==> config.mk <==
export PLATFORM = sky130hd
export DESIGN_NAME = audio_fifo_pair
export DESIGN_NICKNAME = d
export VERILOG_FILES = /design/src/rtl/afp_pkg.sv /design/src/rtl/afp_fifo.sv /design/src/rtl/afp_irq.sv /design/src/rtl/audio_fifo_pair.sv
export SDC_FILE = /design/constraint.sdc
export NUM_CORES = 1
export LEC_CHECK = 0
export CORE_MARGIN = 5
export CORE_UTILIZATION = 55
export DETAILED_ROUTE_END_ITERATION = 10
export GPL_TIMING_DRIVEN = 0
export PLACE_DENSITY = 0.89
export RECOVER_POWER = 100
export SYNTH_ARGS = -nofsm -noshare
export SYNTH_HDL_FRONTEND = slang
export SYNTH_SLANG_ARGS = --single-unit
==> constraint.sdc <==
create_clock -name clk -period 4.27 [get_ports clk]
set_input_delay 0.6405 -clock clk [delete_from_list [all_inputs] [get_ports clk]]
set_output_delay 0.6405 -clock clk [all_outputs]
set_load 0.005 [all_outputs]
==> src/rtl/afp_pkg.sv <==
package afp_pkg;
  // Interrupt source positions inside the enable / source vectors
  localparam int SRC_TX_OVF = 0;
  localparam int SRC_RX_UDF = 1;
  localparam int SRC_TX_THR = 2;
  localparam int SRC_RX_THR = 3;
  localparam int NSRC       = 4;
endpackage

==> src/rtl/afp_fifo.sv <==
module afp_fifo #(
  parameter  int W     = 16,
  parameter  int DEPTH = 8,
  localparam int LW    = $clog2(DEPTH + 1),
  localparam int PW    = (DEPTH > 1) ? $clog2(DEPTH) : 1
) (
  input  logic          clk,
  input  logic          rst_n,
  input  logic          push,
  input  logic [W-1:0]  push_data,
  input  logic          pop,
  output logic [W-1:0]  head,
  output logic [LW-1:0] level,
  output logic          empty,
  output logic          full,
  output logic          dropped,
  output logic          starved
);
  logic [W-1:0]  mem [DEPTH];
  logic [PW-1:0] wptr_q, wptr_d, rptr_q, rptr_d;
  logic [LW-1:0] level_q, level_d;
  logic          pop_ok, push_ok;

  function automatic logic [PW-1:0] ptr_inc(input logic [PW-1:0] p);
    return (p == PW'(DEPTH - 1)) ? '0 : p + 1'b1;
  endfunction

  assign empty   = (level_q == '0);
  assign full    = (level_q == LW'(DEPTH));
  assign pop_ok  = pop & ~empty;
  assign push_ok = push & (~full | pop_ok);
  assign dropped = push & ~push_ok;
  assign starved = pop & ~pop_ok;
  assign level   = level_q;
  assign head    = empty ? '0 : mem[rptr_q];

  always_comb begin
    wptr_d  = push_ok ? ptr_inc(wptr_q) : wptr_q;
    rptr_d  = pop_ok  ? ptr_inc(rptr_q) : rptr_q;
    level_d = level_q;
    if (push_ok && !pop_ok) level_d = level_q + 1'b1;
    else if (pop_ok && !push_ok) level_d = level_q - 1'b1;
  end

  always_ff @(posedge clk or negedge rst_n) begin
    if (!rst_n) begin
      wptr_q  <= '0;
      rptr_q  <= '0;
      level_q <= '0;
    end else begin
      wptr_q  <= wptr_d;
      rptr_q  <= rptr_d;
      level_q <= level_d;
    end
  end

  always_ff @(posedge clk) begin
    if (push_ok) mem[wptr_q] <= push_data;
  end

  assert_level_bound_R1: assert property (@(posedge clk) disable iff (!rst_n)
    level_q <= LW'(DEPTH));
  assert_full_drop_R4: assert property (@(posedge clk) disable iff (!rst_n)
    (full && push && !pop) |=> $stable(level_q) && full);
  assert_empty_pop_R5: assert property (@(posedge clk) disable iff (!rst_n)
    (empty && pop && !push) |=> empty);
  assert_pushpop_level_R10: assert property (@(posedge clk) disable iff (!rst_n)
    (!empty && push && pop) |=> $stable(level_q));
endmodule

==> src/rtl/afp_irq.sv <==
module afp_irq
  import afp_pkg::*;
(
  input  logic            clk,
  input  logic            rst_n,
  input  logic            ovf_evt,
  input  logic            udf_evt,
  input  logic            ovf_clr,
  input  logic            udf_clr,
  input  logic            tx_thr,
  input  logic            rx_thr,
  input  logic [NSRC-1:0] en,
  output logic            ovf_raw,
  output logic            udf_raw,
  output logic            irq
);
  logic            ovf_q, ovf_d, udf_q, udf_d;
  logic [NSRC-1:0] src;

  // a new event in the same cycle outranks the clear pulse
  always_comb begin
    ovf_d = ovf_evt | (ovf_q & ~ovf_clr);
    udf_d = udf_evt | (udf_q & ~udf_clr);
  end

  always_ff @(posedge clk or negedge rst_n) begin
    if (!rst_n) begin
      ovf_q <= 1'b0;
      udf_q <= 1'b0;
    end else begin
      ovf_q <= ovf_d;
      udf_q <= udf_d;
    end
  end

  always_comb begin
    src             = '0;
    src[SRC_TX_OVF] = ovf_q;
    src[SRC_RX_UDF] = udf_q;
    src[SRC_TX_THR] = tx_thr;
    src[SRC_RX_THR] = rx_thr;
  end

  assign irq     = |(src & en);
  assign ovf_raw = ovf_q;
  assign udf_raw = udf_q;

  assert_ovf_set_R7: assert property (@(posedge clk) disable iff (!rst_n)
    ovf_evt |=> ovf_raw);
  assert_ovf_sticky_R7: assert property (@(posedge clk) disable iff (!rst_n)
    (ovf_raw && !ovf_clr) |=> ovf_raw);
  assert_udf_set_R8: assert property (@(posedge clk) disable iff (!rst_n)
    udf_evt |=> udf_raw);
  assert_udf_sticky_R8: assert property (@(posedge clk) disable iff (!rst_n)
    (udf_raw && !udf_clr) |=> udf_raw);
  assert_irq_masked_R9: assert property (@(posedge clk) disable iff (!rst_n)
    (en == '0) |-> !irq);
  assert_irq_rxthr_R9: assert property (@(posedge clk) disable iff (!rst_n)
    (en[SRC_RX_THR] && rx_thr) |-> irq);
endmodule

==> src/rtl/audio_fifo_pair.sv <==
module audio_fifo_pair
  import afp_pkg::*;
#(
  parameter  int W     = 16,
  parameter  int DEPTH = 8,
  localparam int LW    = $clog2(DEPTH + 1)
) (
  input  logic            clk,
  input  logic            rst_n,
  input  logic            cpu_tx_wr,
  input  logic [W-1:0]    cpu_tx_data,
  input  logic            cpu_rx_rd,
  output logic [W-1:0]    cpu_rx_data,
  input  logic [LW-1:0]   tx_thresh,
  input  logic [LW-1:0]   rx_thresh,
  input  logic [NSRC-1:0] irq_en,
  input  logic            tx_ovf_clr,
  input  logic            rx_udf_clr,
  input  logic            aud_tx_pop,
  output logic [W-1:0]    aud_tx_data,
  input  logic            aud_rx_push,
  input  logic [W-1:0]    aud_rx_data,
  output logic [LW-1:0]   tx_level,
  output logic [LW-1:0]   rx_level,
  output logic            tx_empty,
  output logic            tx_full,
  output logic            rx_empty,
  output logic            rx_full,
  output logic            tx_thr_flag,
  output logic            rx_thr_flag,
  output logic            tx_ovf_flag,
  output logic            rx_udf_flag,
  output logic            chan_right,
  output logic            irq
);
  logic tx_drop, tx_starve, rx_drop, rx_starve;
  logic chan_q, chan_d;

  afp_fifo #(.W(W), .DEPTH(DEPTH)) u_tx_fifo (
    .clk, .rst_n,
    .push(cpu_tx_wr), .push_data(cpu_tx_data), .pop(aud_tx_pop),
    .head(aud_tx_data), .level(tx_level), .empty(tx_empty), .full(tx_full),
    .dropped(tx_drop), .starved(tx_starve)
  );

  afp_fifo #(.W(W), .DEPTH(DEPTH)) u_rx_fifo (
    .clk, .rst_n,
    .push(aud_rx_push), .push_data(aud_rx_data), .pop(cpu_rx_rd),
    .head(cpu_rx_data), .level(rx_level), .empty(rx_empty), .full(rx_full),
    .dropped(rx_drop), .starved(rx_starve)
  );

  // threshold flags compare the live level with opposite senses
  assign rx_thr_flag = (rx_level > rx_thresh);
  assign tx_thr_flag = (tx_level < tx_thresh);

  afp_irq u_irq (
    .clk, .rst_n,
    .ovf_evt(tx_drop), .udf_evt(rx_starve),
    .ovf_clr(tx_ovf_clr), .udf_clr(rx_udf_clr),
    .tx_thr(tx_thr_flag), .rx_thr(rx_thr_flag),
    .en(irq_en),
    .ovf_raw(tx_ovf_flag), .udf_raw(rx_udf_flag), .irq(irq)
  );

  always_comb chan_d = (aud_tx_pop && !tx_empty) ? ~chan_q : chan_q;

  always_ff @(posedge clk or negedge rst_n) begin
    if (!rst_n) chan_q <= 1'b1;
    else        chan_q <= chan_d;
  end

  assign chan_right = chan_q;

  assert_rx_thr_empty_R2: assert property (@(posedge clk) disable iff (!rst_n)
    rx_empty |-> !rx_thr_flag);
  assert_tx_thr_zero_R3: assert property (@(posedge clk) disable iff (!rst_n)
    (tx_thresh == '0) |-> !tx_thr_flag);
  assert_chan_hold_R11: assert property (@(posedge clk) disable iff (!rst_n)
    !aud_tx_pop |=> $stable(chan_right));
  assert_chan_flip_R11: assert property (@(posedge clk) disable iff (!rst_n)
    (aud_tx_pop && !tx_empty) |=> (chan_right != $past(chan_right)));
endmodule

======== Yosys cells after proc, flatten, opt, wreduce, memory -nomap -nowiden ========
Memories as Yosys holds them, arrays and structs flattened.
Index checks and enable logic that the tools add are counted.
cells by class
  $lt $le $gt $ge ......................... 2
  reduce and logical (&&, ||, !) cells .... 15
  eq/ne operators ......................... 6
  muxes and demuxes ....................... 14
  add/sub/neg operators ................... 8
  bitwise operators ....................... 22
operators by type and width
  kind                   number
  $mux W16               2
  $mux W4                4
  $add A3 B1 Y3 const B  4
  $eq A3 B3 Y1 const B   4
  $mux W3                4
  $not A1 Y1             9
  $add A4 B1 Y4 const B  2
  $and A1 B1 Y1          8
  $eq A4 B4 Y1 const B   2
  $logic_not A4 Y1       2
  $sub A4 B1 Y4 const B  2
  $logic_and A1 B1 Y1    5
  $logic_not A1 Y1       5
  $and A4 B4 Y4          1
  $gt A4 B4 Y1           1
  $lt A4 B4 Y1           1
  $mux W1                4
  $or A1 B1 Y1           4
  $reduce_bool A2 Y1     2
  $reduce_or A4 Y1       1
storage, ports and cells
  memories ................................ 2
  word-level logic and storage cells ...... 78
  bits in registers ....................... 23
  output and inout bits ................... 50
  RAM bits ................................ 256
memory list
  memory         depth  bits a word  rd ports  clocked after memory_dff  write ports  line            text
  u_rx_fifo.mem  8      16           1         0                         1            afp_fifo.sv:19  logic [W-1:0] mem [DEPTH];
  u_tx_fifo.mem  8      16           1         0                         1            afp_fifo.sv:19

======== Depth between registers and ports, before layout ========
Gate-level depths: netlist of the first run.
  word-level depth ........................ 9
  gate-level depth with buffers ........... 11
  depth with buffers taken out ............ 10

======== Hierarchy ========
From an unflattened synthesis of the first run, not the netlist that was laid out.
unflattened totals
  cells, all modules ...................... 546
  area total of the unflattened synthesis .. 11255.8 sq um
by module, submodules not included
  module           cells each  instances  area an instance (sq um)
  afp_fifo         255         2          5474.0
  audio_fifo_pair  27          1          215.2
  afp_irq          9           1          92.6

======== Worst setup path before layout of the first run ========
Ideal clock, no wire load.
  path kind ............................... reg-to-reg
  start point ............................. reg u_rx_fifo.level_q[0], in the netlist u_rx_fifo.level[0]
  end point ............................... mem u_rx_fifo.mem[0][0] (enable)
  period minus slack after synthesis ...... 2.980 ns
  setup time .............................. 0.430 ns
  setup slack ............................. 1.290 ns
  arrival time ............................ 2.550 ns
  path buffers ............................ 1
  cell stages (with the launch flop) ...... 5
  cell sequence ........................... dfrtp_1 > nor4b_1 > a21bo_2 > buf_6 > nor4_1
between the ends
  elaborated cells on any way between the ends .. 9
  classes of those cells .................. eq/ne: 1; mux: 2; bitwise: 5; reduce/logical: 1
RTL lines
  what                           line                   text
  start, declared                afp_fifo.sv:21         logic [LW-1:0] level_q, level_d;
  start signal, assigned         afp_fifo.sv:53         level_q <= level_d;
  $eq A4 B4 Y1                   afp_fifo.sv:29         assign full = (level_q == LW'(DEPTH));
  via rx_full                    audio_fifo_pair.sv:28  output logic rx_full,
  $not A1 Y1                     afp_fifo.sv:31         assign push_ok = push & (~full | pop_ok);
  $or A1 B1 Y1                   afp_fifo.sv:31
  $and A1 B1 Y1                  afp_fifo.sv:31
  $mux W1                        afp_fifo.sv:58         if (push_ok) mem[wptr_q] <= push_data;
  $mux W1 (not written as such)  afp_fifo.sv:58
  end, declared                  afp_fifo.sv:19
The timed path passes the listed nets, and every way through them passes these cells.

======== Final worst setup path of the first run ========
  start point ............................. reg u_tx_fifo.level_q[0], in the netlist u_tx_fifo.level[0]
  end point ............................... out aud_tx_data[13]
between the ends
  longest elaborated chain between the ends .. 2
ends and longest elaborated chain
  what                    line                   text
  start, declared         afp_fifo.sv:21
  start signal, assigned  afp_fifo.sv:53
  $logic_not A4 Y1        afp_fifo.sv:28         assign empty = (level_q == '0);
  $mux W16                afp_fifo.sv:35         assign head = empty ? '0 : mem[rptr_q];
  end, declared           audio_fifo_pair.sv:20  output logic [W-1:0] aud_tx_data,
No other way between the ends.

==> results of run 1 <==
worst paths after layout:
| check | slack [ns] | start | cells past startpoint | endpoint |
|---|---|---|---|---|
| max | 0.29 | u_tx_fifo.level[0] | 5 | aud_tx_data[13] |
| min | 0.51 | chan_right | 1 | chan_right |
| max reg2reg | 0.64 | u_tx_fifo.level[1] | 6 | u_tx_fifo.mem[4][3] |
| min reg2reg | 0.51 | chan_right | 1 | chan_right |
| max in group asynchronous | 2.83 | rst_n | 1 | u_tx_fifo.rptr_q[0] |
| min in group asynchronous | 0.78 | rst_n | 1 | u_irq.udf_raw |
metal layers:
metal  global-route usage  vias up  wire [µm]
met5                    0        -         33
met4               0.0441        6        520
met3               0.0440       48       1510
met2                0.399      252      13500
met1                0.250     3042       8830
li1                     -     2529          -
registers in the layout (all words and copies together), names as in the netlist:
| register | flops |
|---|---|
| u_rx_fifo.wptr_q | 3 |
| u_tx_fifo.level | 4 |
| u_tx_fifo.rptr_q | 3 |
| u_tx_fifo.wptr_q | 3 |
| u_rx_fifo.rptr_q | 3 |
| chan_right | 1 |
| u_rx_fifo.mem | 128 |
| u_irq.udf_raw | 1 |
| u_rx_fifo.level | 4 |
| u_tx_fifo.mem | 128 |
| u_irq.ovf_raw | 1 |
synthesized netlist by cell type:
library cell  number  area share
nand2_4            1      0.0010
inv_1             14      0.0047
buf_4              4      0.0027
inv_2              1     0.00034
buf_6              1      0.0010
nor2b_1            3      0.0017
and4_1             1     0.00079
nand3_1            2     0.00090
clkbuf_1          12      0.0041
buf_2              7      0.0031
nand2b_1           9      0.0051
nand2_1           19      0.0064
dfrtp_1           22       0.050
nor2_1             9      0.0030
o211ai_1           1     0.00068
or4b_4             1      0.0012
and3_1             2      0.0011
dfstp_2            1      0.0024
o21ai_4            1      0.0015
nor4b_1            1     0.00079
nor3b_1            1     0.00068
xnor2_1            7      0.0055
ha_1              21       0.024
edfxtp_1         256        0.69
a21oi_1            7      0.0031
a21o_1             4      0.0027
nor3_1            12      0.0054
nor4_1             2      0.0011
fa_1               2      0.0036
mux2_2             4      0.0041
a21bo_2            1     0.00090
nor4_4             2      0.0038
a221o_1            1     0.00090
a22o_1            33       0.026
mux4_2            64        0.13
o21ai_0            8      0.0036
o21bai_1           3      0.0020
power by group through the flow:
stage	Sequential, W	Clock [W]	Combinational (W)
final	0.00370	0.00207	0.00315
after global routing	0.00374	0.00223	0.00339
after floorplan	0.00368	0	0.00187
after CTS	0.00372	0.00209	0.00344
after global placement	0.00372	0	0.00311
after detailed placement	0.00377	0	0.00338
final cells by class:
type                       count  area [µm²]
fill                        1343        6790
buffer                        24         111
clock buffer                  35         706
sequential                   279        8260
clock inverter                11        45.0
inverter                      15        56.3
multi-input combinational    222        2640
tap                          270         338
antenna                        1        2.50
timing repair buffer         122        1090
worst max-delay path: stages, from the launching register on:
cell and delay, ns:
dfrtp_1 0.48, nor4_1 0.69, nor2_1 0.35, clkbuf_1 0.39
a22o_1 0.33, dlygate4sd3_1 0.58
stage by stage:
step                total power (W)  TNS (ns)
finish                      0.00891         0
global route                0.00936         0
CTS                         0.00925         0
global placement            0.00683    -19.80
detailed placement          0.00715         0
floorplan                   0.00555         0
logic make-up (layout without fill, tap and decap cells):
kind of cell,after synthesis,in the layout,synth area share
buffers and inverters,39,207,0.0160
xor gates and xnor gates,7,7,0.00551
adders and majority gates,23,23,0.0272
and+or+nand+nor,65,65,0.0331
muxes,68,68,0.134
AOI/OAI and AO/OA,59,59,0.0414
other,0,1,0
DFF,279,279,0.743
==> results.md, run 1 <==
- Status: finished, violations left
- Failing checks: max-capacitance violations, max-slew violations
- Final Cell Area: about 13000 µm²
- # port buffers: 101
- Non-filler cells, final: 979
- Initial antenna violation count: 4
- Max Cap Viol: 1
- Sw Share: 0.304
- WP data required: 3.63 ns
- Worst min path class: flop to flop
- Clk root buf: clkbuf_16
- GRT overflow: 0
- CP Data Arrival Time: 3.34 ns
- Vias: 5877
- VDD IR max: 490 µV
- DR WL/cell: 24.9 µm
- Hold buffer count at CTS: 0
- Final period utilization: 0.932
- Endpoint type of the worst setup path: output port
- Setup Skew: 0.00631 ns
- Post-CTS Resized: 0
- First-pass GRT wire length: 37800 µm
- Cells after DPL: around 930
- Clock Tree Buf Depth: 3
- Pre-CTS setup slack: 1.03 ns
- Seq cells post-synth: 279
- # IOs: roughly 100
- Most common cell after layout, fill and taps aside: edfxtp_1
- YS warnings: 0
- Area of the die: 23200 µm²
- Final Max Slew Viols: 10
- Via-per-instance ratio: 6.00
- Pwr per Cell Area: 672 nW/µm²
- Worst Max-Slew Pin Slew: about 1.7 ns
- # Post-CTS Setup Buffers: 0
- Most frequent cells in the layout: 256 x edfxtp_1, 79 x dlygate4sd3_1, 64 x mux4_2
- Sequential power share: 0.415
- HPWL after DPL: 16500 µm
- Final-stage net count: around 770
- Final setup margin: 0.289 ns
- H-tree depth: 1
- Netlist cell types: 37
- Vias in the first global route: 6446
- Hold_ws: 0.508 ns
- DIE HEIGHT: 152 µm
- Power share of the combinational group: 0.353
- Area growth syn-to-layout: 19.2%
- Largest net degree at the start of global routing: 24
- Crit Path Category: flop to output port
- Startpoint Class: flop
- Fin util: 0.661
- Clock transition at path regs: ~0.06 ns
- P_sw: 0.00271 W
- RSZ-0062 raised after global routing: false
- CORE AREA: ~20000 µm²
- Max transition margin: -0.111
- Instance area at placement: around 13000 µm²
- Net count after synthesis: between 600 and 700
- Post-route ant nets: 0
- DRC Markers: 0
- Fmax: 251 MHz
- CTS Buf Count: 27
- Sink Count: 279
- Drt first-iter violations: 454
- Die Width: 152 µm
- Pint: 0.00620 W
- Post-synthesis sequential area ratio: 0.743
- Initial core utilization: 0.555
- Leak: 4.51 nW
- Setup violations, final: 0
- Gpl congestion: around 0.75
- Drt total wl: around 24000 µm
- DRT Pass-1 Iters: 4
- Row count: 52
- CTS tree: yes
- Syn Inst Count: 540
- Worst-skew pair later-pin latency: about 0.51 ns
- Hold Vio Cnt, Final: 0
- Worst-path fanout max: 10
- Period minus WS final: approximately 4 ns
- Mean Syn Cell Area: 20.6 µm²
- Share of cells above drive strength 1: 0.157
- Clock Power Share: 0.232
- Global Route Usage Sum: 0.211
- Post-synthesis instance area: 11100 µm²
(Power assumes the default switching activity.)
==> run 2, diff against run 1 <==
--- a/config.mk
+++ b/config.mk
@@ -9,8 +9,10 @@
 export CORE_UTILIZATION = 55
 export DETAILED_ROUTE_END_ITERATION = 10
 export GPL_TIMING_DRIVEN = 0
+export HOLD_SLACK_MARGIN = 0.08
 export PLACE_DENSITY = 0.89
 export RECOVER_POWER = 100
+export REMOVE_ABC_BUFFERS = 1
 export SYNTH_ARGS = -nofsm -noshare
 export SYNTH_HDL_FRONTEND = slang
 export SYNTH_SLANG_ARGS = --single-unit
==> results.md, run 2 (synthesis gave the netlist of run 1 again) <==
- Period minus WS final: 3.81 ns (-0.171 ns)
- DRC Markers: 0 (unchanged)
- Worst path cell trace: nor4_1, nor2b_2, a22o_1, dlygate4sd3_1
- Initial antenna violation count: 0 (-4)
- DRT Pass-1 Iters: 5 (+1)
- Worst min path class: flop to flop
- Worst-skew pair later-pin latency: 0.51 ns (about the same)
- Share of cells above drive strength 1: 0.173 (+0.0162)
- Instance area at placement: 12700 µm² (-0.57%)
- DR WL/cell: 23.4 µm (-5.9%)
- Fin util: 0.664 (+0.00306)
- Worst r2r path cells: 6 (unchanged)
- H-tree depth: 1 (unchanged)
- Final-stage net count: 743 (-3.0%)
- # Post-CTS Setup Buffers: 0 (unchanged)
- Hold Vio Cnt, Final: 0 (unchanged)
- Slowest-stage cell, CP: nor4_1
- # port buffers: 101 (unchanged)
- # IOs: 102 (unchanged)
- Hold buffer count at CTS: 0 (unchanged)
- Final Max Slew Viols: 20 (+10)
- VDD IR max: 498 µV (+1.6%)
- Area of the die: 23200 µm² (unchanged)
- Sink Count: 279 (unchanged)
- Largest regs: u_rx_fifo.mem: 128 flops, u_tx_fifo.mem: 128 flops
- RSZ-0062 raised after global routing: false
- CTS tree: yes
- Vias in the first global route: 6132 (-4.9%)
- Worst Max-Slew Pin Slew: 1.62 ns (-0.0353 ns)
- Clk root buf: clkbuf_16
- First-pass GRT wire length: 35300 µm (-6.6%)
- CP Data Arrival Time: 3.17 ns (-0.17 ns)
- Hold path cells: 1 (unchanged)
- Post-CTS Resized: 0 (unchanged)
- Gpl congestion: 0.744 (-0.77%)
- Final period utilization: 0.892 (-0.0401)
- Area growth syn-to-layout: 19.7%
- CTS Buf Count: 27 (unchanged)
- Max transition margin: -0.0873 (+0.0237)
- Clock Tree Buf Depth: 3 (unchanged)
- Post-route ant nets: 0 (unchanged)
- Setup Skew: 0.00862 ns (+0.00232 ns)
- Largest delay share family, worst path: simple AND/OR/NAND/NOR gates
- Via-per-instance ratio: 5.92 (-1.4%)
- Worst-path fanout max: 16 (+6)
- Clock transition at path regs: 0.06 ns (about the same)
- Fmax: 263 MHz (+4.5%)
- Die Width: 152 µm (unchanged)
- Leak: 4.52 nW (+0.37%)
- Pwr per Cell Area: 679 nW/µm² (+1.0%)
- Final Cell Area: 13300 µm² (+0.46%)
- Endpoint type of the worst setup path: output port
- Drt total wl: 22400 µm (-7.9%)
- Startpoint Class: flop
- Diode count: 0 (-1)
- Most common cell after layout, fill and taps aside: edfxtp_1
- DIE HEIGHT: 152 µm (unchanged)
- WP data required: 3.63 ns (about the same)
- Worst path depth: 4 (-1)
- Setup TNS: 0 ns (unchanged)
- Drt first-iter violations: 427 (-5.9%)
- Crit Path Category: flop to output port
- Initial core utilization: 0.555 (unchanged)
- Crit path buffers/inverters: 1 (-1)
- CP peak stage delay: 0.85 ns (+0.16 ns)
- HPWL after DPL: 14400 µm (-12%)
- Failing checks: max-capacitance violations, max-slew violations
- GRT overflow: 0 (unchanged)
- Vias: 5669 (-3.5%)
- Status: finished, violations left
- Most frequent cells in the layout: 256 x edfxtp_1, 74 x dlygate4sd3_1, 64 x mux4_2
- CORE AREA: 20000 µm² (unchanged)
- Setup violations, final: 0 (unchanged)
- Global Route Usage Sum: 0.193 (-0.0177)
- Row count: 52 (unchanged)
- Largest net degree at the start of global routing: 35 (+46%)
- Max Cap Viol: 2 (+1)
[run 2: changes by cell type in the layout (fill, tap and decap cells not counted), sizes merged]
cell and change:
buf -7, dlygate4sd3 -5, diode -1, clkbuf -17
bufinv +4, clkinvlp +2, clkdlybuf4s50 +5, clkinv -2
[run 2: cell type report]
cell class	instances	area (µm²)
inverter	15	56.3
tap	270	338
timing repair buffer	123	1130
multi-input combinational	222	2650
clock inverter	15	176
fill	1297	6720
clock buffer	34	702
sequential	279	8270
[run 2: power breakdown]
part           total [W]  internal (W)  switching [W]
Clock            0.00234       0.00140       0.000940
Combinational    0.00281       0.00160        0.00122
Sequential       0.00389       0.00345       0.000441
[run 2: through the flow]
step	hold slack (ns)	instances	worst slack (ns)	power (W)
global placement	0.479	887	-0.773	0.00673
detailed placement	0.487	909	0.917	0.00704
global route	0.495	958	0.323	0.00950
floorplan	0.345	516	1.32	0.00548
CTS	0.493	958	0.396	0.00940
finish	0.488	958	0.461	0.00904
[run 2: worst paths after layout]
| kind | to | start | slack [ns] |
|---|---|---|---|
| worst max-delay path | cpu_rx_data[13] | u_rx_fifo.level[0] | 0.46 |
| worst min-delay path | chan_right | chan_right | 0.49 |
| worst max register to register | u_rx_fifo.mem[2][11] | u_rx_fifo.level[0] | 0.91 |
| worst min register to register | chan_right | chan_right | 0.49 |
| max in group asynchronous | u_tx_fifo.rptr_q[0] | rst_n | 2.74 |
| min in group asynchronous | u_rx_fifo.level[1] | rst_n | 0.79 |
[run 2: routing by layer]
metal  GRT usage  wire length [µm]
met4      0.0364               325
met3      0.0329              1140
met5           0                 0
met1       0.244              8590
met2       0.357             12400
==> run 3, diff against run 2 <==
--- a/config.mk
+++ b/config.mk
@@ -5,6 +5,7 @@
 export SDC_FILE = /design/constraint.sdc
 export NUM_CORES = 1
 export LEC_CHECK = 0
+export CAP_MARGIN = 5
 export CORE_MARGIN = 5
 export CORE_UTILIZATION = 55
 export DETAILED_ROUTE_END_ITERATION = 10
==> results.md, run 3 (synthesis gave the netlist of run 1 again) <==
- Hold buffer count at CTS: 0 (unchanged)
- Worst min path class: flop to flop
- Via-per-instance ratio: 5.93 (+0.17%)
- Failing checks: max-capacitance violations, max-slew violations
- DIE HEIGHT: 152 µm (unchanged)
- Met2 routed WL: 12200 µm (-1.2%)
- CTS Buf Count: 28 (+3.7%)
- Area of the die: 23200 µm² (unchanged)
- Crit path buffers/inverters: 2 (+1)
- DRC Markers: 0 (unchanged)
- Worst path depth: 5 (+1)
- Initial core utilization: 0.555 (unchanged)
- VDD IR max: 455 µV (-8.5%)
- Endpoint type of the worst setup path: output port
- Sink Count: 279 (unchanged)
- Met1 wire length: 8670 µm (+0.96%)
- CP Data Arrival Time: 3.10 ns (-0.07 ns)
- Fillers: 1282 (-1.2%)
- Most frequent cells in the layout: 256 x edfxtp_1, 70 x dlygate4sd3_1, 64 x mux4_2
- Share of cells above drive strength 1: 0.176 (+0.00283)
- GRT overflow: 0 (unchanged)
- Largest delay share family, worst path: simple AND/OR/NAND/NOR gates
- Status: finished, violations left
- Setup violations, final: 0 (unchanged)
- CORE AREA: 20000 µm² (unchanged)
- Post-route ant nets: 0 (unchanged)
- Fin util: 0.673 (+0.00837)
- Pwr per Cell Area: 693 nW/µm² (+2.0%)
- CP peak stage delay: 0.70 ns (-0.15 ns)
- Initial antenna violation count: 0 (unchanged)
- Instance area at placement: 12800 µm² (+0.52%)
- CTS tree: yes
- Max transition margin: -0.104 (-0.0163)
- Vias in the first global route: 6119 (-0.21%)
- Final Max Slew Viols: 20 (unchanged)
- Gpl congestion: 0.744 (unchanged)
- Cells after DPL: 912 (+0.33%)
- Diode count: 0 (unchanged)
- Largest regs: u_rx_fifo.mem: 128 flops, u_tx_fifo.mem: 128 flops
- Largest net degree at the start of global routing: 24 (-31%)
- Period minus WS final: 3.74 ns (-0.0731 ns)
- Leak: 4.60 nW (+1.7%)
- Worst path cell trace: nor4_1, nor2_1, buf_6, a22o_1, dlygate4sd3_1
- Global Route Usage Sum: 0.196 (+0.00291)
- Vias: 5714 (+0.79%)
- Worst-skew pair later-pin latency: 0.52 ns (about the same)
- Hold Vio Cnt, Final: 0 (unchanged)
- Final Cell Area: 13500 µm² (+1.3%)
- Clock Tree Buf Depth: 3 (unchanged)
- H-tree depth: 1 (unchanged)
- Post-CTS Resized: 0 (unchanged)
- Worst r2r path cells: 6 (unchanged)
- Uppermost layer routed: met4
- Row count: 52 (unchanged)
- Startpoint Class: flop
- # IOs: 102 (unchanged)
- DR WL/cell: 23.5 µm (+0.54%)
- Final period utilization: 0.875 (-0.0171)
- # port buffers: 101 (unchanged)
- Setup TNS: 0 ns (unchanged)
- First-pass GRT wire length: 35700 µm (+1.1%)
- Most common cell after layout, fill and taps aside: edfxtp_1
- Setup Skew: 0.00915 ns (+0.000523 ns)
- WP data required: 3.63 ns (about the same)
- Die Width: 152 µm (unchanged)
- HPWL after DPL: 14800 µm (+2.3%)
- DRT Pass-1 Iters: 5 (unchanged)
- Drt total wl: 22700 µm (+1.2%)
- Slowest-stage cell, CP: nor4_1
- # Post-CTS Setup Buffers: 0 (unchanged)
- Max Cap Viol: 2 (unchanged)
- Final-stage net count: 747 (+0.54%)
- Worst Max-Slew Pin Slew: 1.64 ns (+0.0242 ns)
- Clk root buf: clkbuf_16
- RSZ-0062 raised after global routing: false
- Detail Route met3 WL: 1330 µm (+17%)
- Area growth syn-to-layout: 21.2%
- Crit Path Category: flop to output port
- Drt first-iter violations: 479 (+12%)
- Clock transition at path regs: 0.06 ns (about the same)
- Non-filler cells, final: 964 (+0.63%)
- Hold path cells: 1 (unchanged)
- Worst-path fanout max: 11 (-5)
- Fmax: 268 MHz (+2.0%)
==> run 3: changes by cell type in the layout (fill, tap and decap cells not counted), sizes merged <==
| cell | previous run | this run |
|---|---|---|
| clkinv | 9 | 11 |
| buf | 2 | 5 |
| clkbuf | 54 | 55 |
| clkdlybuf4s50 | 27 | 31 |
| bufinv | 4 | 5 |
| dlygate4sd3 | 74 | 70 |
| clkinvlp | 2 | 1 |
==> run 3: layout make-up <==
| type | count | area (µm²) | area share |
|---|---|---|---|
| clock inverters | 17 | 221 | 0.0164 |
| inverters | 15 | 56.3 | 0.00418 |
| flip-flops and latches | 279 | 8270 | 0.613 |
| well taps | 270 | 338 | 0.0251 |
| repair buffers | 126 | 1190 | 0.0884 |
| clock buffers | 35 | 748 | 0.0555 |
| multi-input cells | 222 | 2660 | 0.197 |
==> run 3: layer usage <==
layer,global-route usage,vias to the layer above
li1,-,2489
met1,0.249,2982
met2,0.352,201
met3,0.0395,42
met4,0.0458,0
met5,0,-
==> run 3: worst paths after layout <==
check                              startpoint  slack [ns]                   end
hold reg to reg                    chan_right        0.48            chan_right
hold / removal                     chan_right        0.48            chan_right
setup reg to reg           u_rx_fifo.level[0]        0.77  u_rx_fifo.mem[2][15]
max in group asynchronous               rst_n        2.78   u_tx_fifo.rptr_q[0]
setup / recovery           u_tx_fifo.level[0]        0.53        aud_tx_data[4]
min in group asynchronous               rst_n        0.76    u_rx_fifo.level[1]
==> run 3: stage by stage <==
stage	hold slack (ns)	power [W]	setup WS (ns)
detailed placement	0.484	0.00708	1.01
finish	0.483	0.00934	0.534
global route	0.493	0.00980	0.313
CTS	0.490	0.00964	0.717
floorplan	0.345	0.00548	1.32
global placement	0.479	0.00673	-0.773
==> run 3: power by group <==
part / internal, W / switching (W)
registers: 0.00344 / 0.000380
logic: 0.00167 / 0.00131
clock network: 0.00155 / 0.000989
==> run 3: worst register-to-register path: cells and delay by family, from the launching register on <==
| family | cells | cell delay, ns |
|---|---|---|
| simple gates | 3 | 1.48 |
| buf+inv | 2 | 0.79 |
| compound gates | 1 | 0.31 |
| flops | 1 | 0.54 |
